File: src/rtl/tba_pkg.sv
package tba_pkg;
   typedef enum logic {
      SLOT_EMPTY = 1'b0,
      SLOT_HELD  = 1'b1
   } slot_e;
endpackage

File: src/rtl/tba_pointer.sv
module tba_pointer #(
   parameter int OFS_W = 32
) (
   input  logic             clk,
   input  logic             rst_n,
   input  logic             clear,
   input  logic             step,
   output logic [OFS_W-1:0] ptr
);
   always_ff @(posedge clk or negedge rst_n) begin
      if (!rst_n)     ptr <= '0;
      else if (clear) ptr <= '0;
      else if (step)  ptr <= ptr + 1'b1;
   end
endmodule

File: src/rtl/tba_slot.sv
module tba_slot
   import tba_pkg::*;
#(
   parameter int OFS_W = 32
) (
   input  logic             clk,
   input  logic             rst_n,
   input  logic             clear,
   input  logic             in_valid,
   input  logic [OFS_W-1:0] in_start,
   input  logic [OFS_W-1:0] in_end,
   input  logic [OFS_W-1:0] ptr,
   input  logic             consume,
   output logic             in_ready,
   output logic             reject,
   output logic             held,
   output logic [OFS_W-1:0] tok_start,
   output logic [OFS_W-1:0] tok_end
);
   slot_e state;
   logic  take;
   logic  bad;

   assign in_ready = (state == SLOT_EMPTY) && !clear;
   assign take     = in_valid && in_ready;
   assign bad      = (in_start < ptr) || (in_end < in_start);
   assign reject   = take && bad;
   assign held     = (state == SLOT_HELD);

   always_ff @(posedge clk or negedge rst_n) begin
      if (!rst_n) begin
         state     <= SLOT_EMPTY;
         tok_start <= '0;
         tok_end   <= '0;
      end else if (clear) begin
         state <= SLOT_EMPTY;
      end else if (take && !bad) begin
         state     <= SLOT_HELD;
         tok_start <= in_start;
         tok_end   <= in_end;
      end else if (consume) begin
         state <= SLOT_EMPTY;
      end
   end

   // a dropped pair leaves the slot empty
   p_reject_keeps_empty_r8: assert property (@(posedge clk) disable iff (!rst_n)
      reject |=> (state == SLOT_EMPTY));

   // the pointer never runs past the held end
   p_ptr_within_end_r4: assert property (@(posedge clk) disable iff (!rst_n)
      held |-> (ptr <= tok_end));
endmodule

File: src/rtl/tba_outstage.sv
module tba_outstage #(
   parameter int CHAR_W  = 8,
   parameter int OFS_W   = 32,
   parameter bit OUT_REG = 1'b1
) (
   input  logic              clk,
   input  logic              rst_n,
   input  logic              in_valid,
   input  logic [CHAR_W-1:0] in_char,
   input  logic              in_sot,
   input  logic              in_eot,
   input  logic [OFS_W-1:0]  in_pos,
   input  logic [OFS_W-1:0]  in_ts,
   input  logic [OFS_W-1:0]  in_te,
   output logic              o_valid,
   output logic [CHAR_W-1:0] o_char,
   output logic              o_sot,
   output logic              o_eot,
   output logic [OFS_W-1:0]  o_pos,
   output logic [OFS_W-1:0]  o_ts,
   output logic [OFS_W-1:0]  o_te
);
   generate
      if (OUT_REG) begin : g_reg
         always_ff @(posedge clk or negedge rst_n) begin
            if (!rst_n) begin
               o_valid <= 1'b0;
               o_sot   <= 1'b0;
               o_eot   <= 1'b0;
               o_char  <= '0;
               o_pos   <= '0;
               o_ts    <= '0;
               o_te    <= '0;
            end else begin
               o_valid <= in_valid;
               o_sot   <= in_valid && in_sot;
               o_eot   <= in_valid && in_eot;
               if (in_valid) begin
                  o_char <= in_char;
                  o_pos  <= in_pos;
                  o_ts   <= in_ts;
                  o_te   <= in_te;
               end
            end
         end
      end else begin : g_comb
         assign o_valid = in_valid;
         assign o_sot   = in_valid && in_sot;
         assign o_eot   = in_valid && in_eot;
         assign o_char  = in_char;
         assign o_pos   = in_pos;
         assign o_ts    = in_ts;
         assign o_te    = in_te;
      end
   endgenerate

   // no token flag without a character
   p_flags_gated_r10: assert property (@(posedge clk) disable iff (!rst_n)
      !o_valid |-> (!o_sot && !o_eot));
endmodule

File: src/rtl/tok_bound_align.sv
module tok_bound_align #(
   parameter int CHAR_W  = 8,
   parameter int OFS_W   = 32,
   parameter bit OUT_REG = 1'b1
) (
   input  logic              clk,
   input  logic              rst_n,
   input  logic              doc_start,
   input  logic              ch_valid,
   output logic              ch_ready,
   input  logic [CHAR_W-1:0] ch_data,
   input  logic              pr_valid,
   output logic              pr_ready,
   input  logic [OFS_W-1:0]  pr_start,
   input  logic [OFS_W-1:0]  pr_end,
   output logic              pr_reject,
   output logic              mk_valid,
   output logic [CHAR_W-1:0] mk_char,
   output logic              mk_sot,
   output logic              mk_eot,
   output logic [OFS_W-1:0]  mk_pos,
   output logic [OFS_W-1:0]  mk_tok_start,
   output logic [OFS_W-1:0]  mk_tok_end
);
   generate
      if (CHAR_W < 1 || OFS_W < 2) begin : g_bad_width
         $error("tok_bound_align: CHAR_W must be >= 1 and OFS_W >= 2");
      end
   endgenerate

   logic             held;
   logic             accept;
   logic             at_start;
   logic             at_end;
   logic [OFS_W-1:0] ptr;
   logic [OFS_W-1:0] tok_s;
   logic [OFS_W-1:0] tok_e;

   assign ch_ready = held && !doc_start;
   assign accept   = ch_valid && ch_ready;
   assign at_start = held && (ptr == tok_s);
   assign at_end   = held && (ptr == tok_e);

   tba_pointer #(.OFS_W(OFS_W)) u_ptr (
      .clk   (clk),
      .rst_n (rst_n),
      .clear (doc_start),
      .step  (accept),
      .ptr   (ptr)
   );

   tba_slot #(.OFS_W(OFS_W)) u_slot (
      .clk       (clk),
      .rst_n     (rst_n),
      .clear     (doc_start),
      .in_valid  (pr_valid),
      .in_start  (pr_start),
      .in_end    (pr_end),
      .ptr       (ptr),
      .consume   (accept && at_end),
      .in_ready  (pr_ready),
      .reject    (pr_reject),
      .held      (held),
      .tok_start (tok_s),
      .tok_end   (tok_e)
   );

   tba_outstage #(.CHAR_W(CHAR_W), .OFS_W(OFS_W), .OUT_REG(OUT_REG)) u_out (
      .clk      (clk),
      .rst_n    (rst_n),
      .in_valid (accept),
      .in_char  (ch_data),
      .in_sot   (at_start),
      .in_eot   (at_end),
      .in_pos   (ptr),
      .in_ts    (tok_s),
      .in_te    (tok_e),
      .o_valid  (mk_valid),
      .o_char   (mk_char),
      .o_sot    (mk_sot),
      .o_eot    (mk_eot),
      .o_pos    (mk_pos),
      .o_ts     (mk_tok_start),
      .o_te     (mk_tok_end)
   );

   // accepting the end character frees the slot
   p_eot_frees_slot_r7: assert property (@(posedge clk) disable iff (!rst_n)
      (accept && at_end) |=> !held);

   // document start clears pointer and slot
   p_doc_clears_r9: assert property (@(posedge clk) disable iff (!rst_n)
      doc_start |=> ((ptr == '0) && !held));

   // with no pair held the pointer stays put
   p_ptr_frozen_r6: assert property (@(posedge clk) disable iff (!rst_n)
      (!held && !doc_start) |=> $stable(ptr));
endmodule

File: config.mk
export PLATFORM = sky130hd
export DESIGN_NAME = tok_bound_align
export DESIGN_NICKNAME = d
export VERILOG_FILES = /design/src/rtl/tba_pkg.sv /design/src/rtl/tba_pointer.sv /design/src/rtl/tba_slot.sv /design/src/rtl/tba_outstage.sv /design/src/rtl/tok_bound_align.sv
export SDC_FILE = /design/constraint.sdc
export NUM_CORES = 1
export LEC_CHECK = 0
export BUFFER_PORTS_ARGS = -buffer_cell sky130_fd_sc_hd__clkbuf_2
export CORE_UTILIZATION = 50
export CTS_BUF_LIST = sky130_fd_sc_hd__clkbuf_8
export CTS_CLUSTER_SIZE = 10
export DETAILED_ROUTE_END_ITERATION = 8
export PLACE_DENSITY_LB_ADDON = 0.05
export SKIP_CTS_REPAIR_TIMING = 1
export SLEW_MARGIN = 20
export SYNTH_ARGS = -nofsm -noshare
export SYNTH_HDL_FRONTEND = slang
export SYNTH_SLANG_ARGS = --single-unit
File: constraint.sdc
create_clock -name clk -period 2.5 [get_ports clk]
set_clock_uncertainty 0.1 [all_clocks]
set_input_delay 0.125 -clock clk [delete_from_list [all_inputs] [get_ports clk]]
set_output_delay 0.125 -clock clk [all_outputs]
set_load 0.01 [all_outputs]
==> impl_metrics.env <==
export IMPL_status="complete, but fails checks"
export IMPL_violations="setup timing"
export IMPL_ys_types=43
export IMPL_crit_type="flop to flop"
export IMPL_syn_area_per_cell_um2=10.0
export IMPL_grt_pass1_vias=8323
export IMPL_dp_hpwl_mm=21.3
export IMPL_dp_cells=1573
export IMPL_tritoncts="yes"
export IMPL_wl_mm=30.3
export IMPL_nFillCells=1635
export IMPL_rsz0062_at_grt="yes"
export IMPL_placed_cell_area_mm2=0.0125
export IMPL_cts_buffers=36
export IMPL_clock_latency_ns=0.52
export IMPL_max_cap_viol_count=0
export IMPL_cp_required_ns=2.79
export IMPL_grt_max_degree=98
export IMPL_clock_path_buffers=3
export IMPL_async_reset_ff_share_pct=100
export IMPL_clock_power_share_pct=29.1
export IMPL_clock_sinks=204
export IMPL_min_path_type="input pin to async pin"
export IMPL_synth_edf_count=0
export IMPL_htreeDepth=2
export IMPL_ys_flop_type="dfrtp_1"
export IMPL_fmax_mhz=351
export IMPL_p_seq_share_pct=45.0
export IMPL_finalMaxSlewViolations=0
export IMPL_powerDensity_mw_per_mm2=765
export IMPL_drive_above_1_share_pct=33.4
export IMPL_stdcell_count=1723
export IMPL_rows=52
export IMPL_port_buffers=186
export IMPL_die_h_um=146
export IMPL_antenna_left=0
export IMPL_syn_area_mm2=0.0104
export IMPL_syn_to_final_growth_pct=38.8
export IMPL_first_pass_iters=4
export IMPL_yosysMostFrequentCell="nand2_1"
export IMPL_sw_frac_of_total_pct=32.0
export IMPL_tightestPinTransition_ns=0.933
export IMPL_p_total_mw=11.0
export IMPL_synth_top_area_share_pct=49.3
export IMPL_initial_core_util_pct=51.0
export IMPL_antenna_found_initial=0
export IMPL_grt_pass1_wl_mm=44.9
export IMPL_hold_viol=0
export IMPL_gp_congestion=0.886
export IMPL_cp_arrival_ns=3.13
export IMPL_synth_seq_area_share_pct=49.3
export IMPL_finalCritPeriodShare_pct=114
export IMPL_switchingPower_mw=3.52
export IMPL_die_w_um=146
export IMPL_p_comb_share_pct=25.8
export IMPL_fin_util_pct=70.8
export IMPL_via_count=8709
export IMPL_io_pins=187
export IMPL_synth_area_leaders="dfrtp_1 (49%), nand2_1 (11%), ha_1 (7.6%)"
export IMPL_routed_via_density=5.05
export IMPL_synth_common_cells="nand2_1 (293), dfrtp_1 (204), inv_1 (67)"
export IMPL_grt_use_total_pct=27.2
export IMPL_nets=1567
export IMPL_overflow=0
export IMPL_critPathMaxFanout=7
export IMPL_wl_per_cell_um=17.6
export IMPL_period_needed_ns=2.85
export IMPL_drt_iter0_drc=494
export IMPL_intPower_mw=7.48
export IMPL_finish_instance_area_mm2=0.0144
export IMPL_dieArea_mm2=0.0213
export IMPL_ir_drop_mv=0.467
export IMPL_yosysWarnings=0
export IMPL_diodes=0
export IMPL_r2r_start="u_ptr.ptr[2]$_DFFE_PN0P_"
export IMPL_setup_slack_ns=-0.346
export IMPL_endpoint_kind="flop"
export IMPL_syn_inst=1035
export IMPL_synth_seq_cells=204
export IMPL_drc=0
export IMPL_clockRootBuffer="clkbuf_8"
export IMPL_core_mm2=0.0203
export IMPL_p_leak_nw=7.44
export IMPL_startpoint_type="flop"
export IMPL_synth_area_leader_cell="dfrtp_1"
export IMPL_critPathLaunch="u_ptr.ptr[2]$_DFFE_PN0P_"
export IMPL_relSlewSlack_pct=37.8
export IMPL_clkTransAtPathRegs_ns=0.06
export IMPL_final_setup_viol_count=65
export IMPL_synth_nets=1175
==> metal layers <==
layer / routed length, um / part of all wire, % / track usage, %
met1: 13600 / 45 / 36.9
met2: 14500 / 48 / 44.9
met3: 1410 / 4.7 / 4.45
met4: 779 / 2.6 / 8.26
met5: 0 / 0 / 0
==> critical path: stages, from the launching register on <==
cell and delay (ns):
dfrtp_1 0.38, inv_2 0.07, ha_4 0.25, o21a_1 0.09, nor2_1 0.05, o311ai_2 0.36
a31o_1 0.27, a31oi_4 0.12, nor3_4 0.32, buf_6 0.21, clkbuf_16 0.18, mux2_4 0.29
==> cell families after synthesis <==
logic type	count (synthesis)	synth area share, %
and+or+nand+nor	407	16.8
DFF	204	49.3
buffers and inverters	119	4.86
AOI/OAI and AO/OA	90	5.11
xor gates and xnor gates	77	6.51
muxes	75	9.81
adders and majority gates	63	7.61
==> cell type report <==
type	instances	area (um2)	share of cell area, %
Timing Repair Buffer	405	2950	20.5
Clock buffer	48	661	4.60
Inverter	68	258	1.79
Tap cell	270	338	2.35
Clock inverter	16	101	0.705
Multi-Input combinational cell	712	4960	34.5
Sequential cell	204	5100	35.5
==> registers in the layout (all words and copies together) (netlist names) <==
name	cells
u_out.o_char	8
u_out.o_sot	1
u_slot.held	1
u_slot.tok_start	32
u_slot.tok_end	32
u_out.o_te	32
u_out.o_pos	32
u_out.o_valid	1
u_out.o_ts	32
u_out.o_eot	1
u_ptr.ptr	32
==> path summary, 6_finish.rpt <==
check	to	slack, ns	cells past startpoint
max in group asynchronous	u_slot.tok_start[2]$_DFFE_PN0P_	1.56	3
max reg2reg	u_slot.tok_end[17]$_DFFE_PN0P_	-0.35	11
min in group clk	u_out.o_char[3]$_DFFE_PN0P_	0.24	4
max	u_slot.tok_end[17]$_DFFE_PN0P_	-0.35	11
min reg2reg	u_out.o_te[18]$_DFFE_PN0P_	0.37	2
min	u_out.o_ts[23]$_DFFE_PN0P_	0.07	2
==> metrics by stage <==
| stage | worst slack, ns | setup TNS [ns] | hold WS [ns] |
|---|---|---|---|
| after global routing | -0.433 | -22.34 | 0.0873 |
| after floorplan | -0.0327 | -1.39 | -0.271 |
| final | -0.346 | -18.09 | 0.0696 |
| after global placement | -0.268 | -14.52 | 0.0495 |
| after detailed placement | -0.353 | -19.04 | 0.0465 |
| after CTS | -0.636 | -21.14 | -0.509 |
==> placed cells by master (no fill, tap or decap), drive strengths merged, types with 2 or more instances in the layout <==
cell         Yosys  routed
nand2          293     293
dfrtp          204     204
nor2            28      28
nor3            13      13
o21ai           45      45
a2111oi          2       2
o211ai           2       2
a221oi           3       3
nand4           22      22
o21a             3       3
mux2i           10      10
a21oi           23      23
xnor2           42      42
a21o             5       5
buf             20     141
xor2            35      35
clkinvlp         0       2
and3             3       3
o31ai            2       2
clkbuf          31     237
dlygate4sd3      0      75
mux2            65      65
inv             67      75
nand2b           3       3
nand3           25      25
clkinv           1       6
ha              63      63
and4             4       4
nor4            14      14
==> power by group through the flow <==
stage / logic, mW / clock network [mW] / registers, mW
after floorplan: 1.33 / 0 / 5.00
after global placement: 2.61 / 0 / 4.99
after detailed placement: 2.66 / 0 / 5.00
after CTS: 2.68 / 3.27 / 4.95
after global routing: 3.12 / 3.41 / 5.05
final: 2.84 / 3.20 / 4.95
No activity file was read; power rests on OpenSTA's default activity.
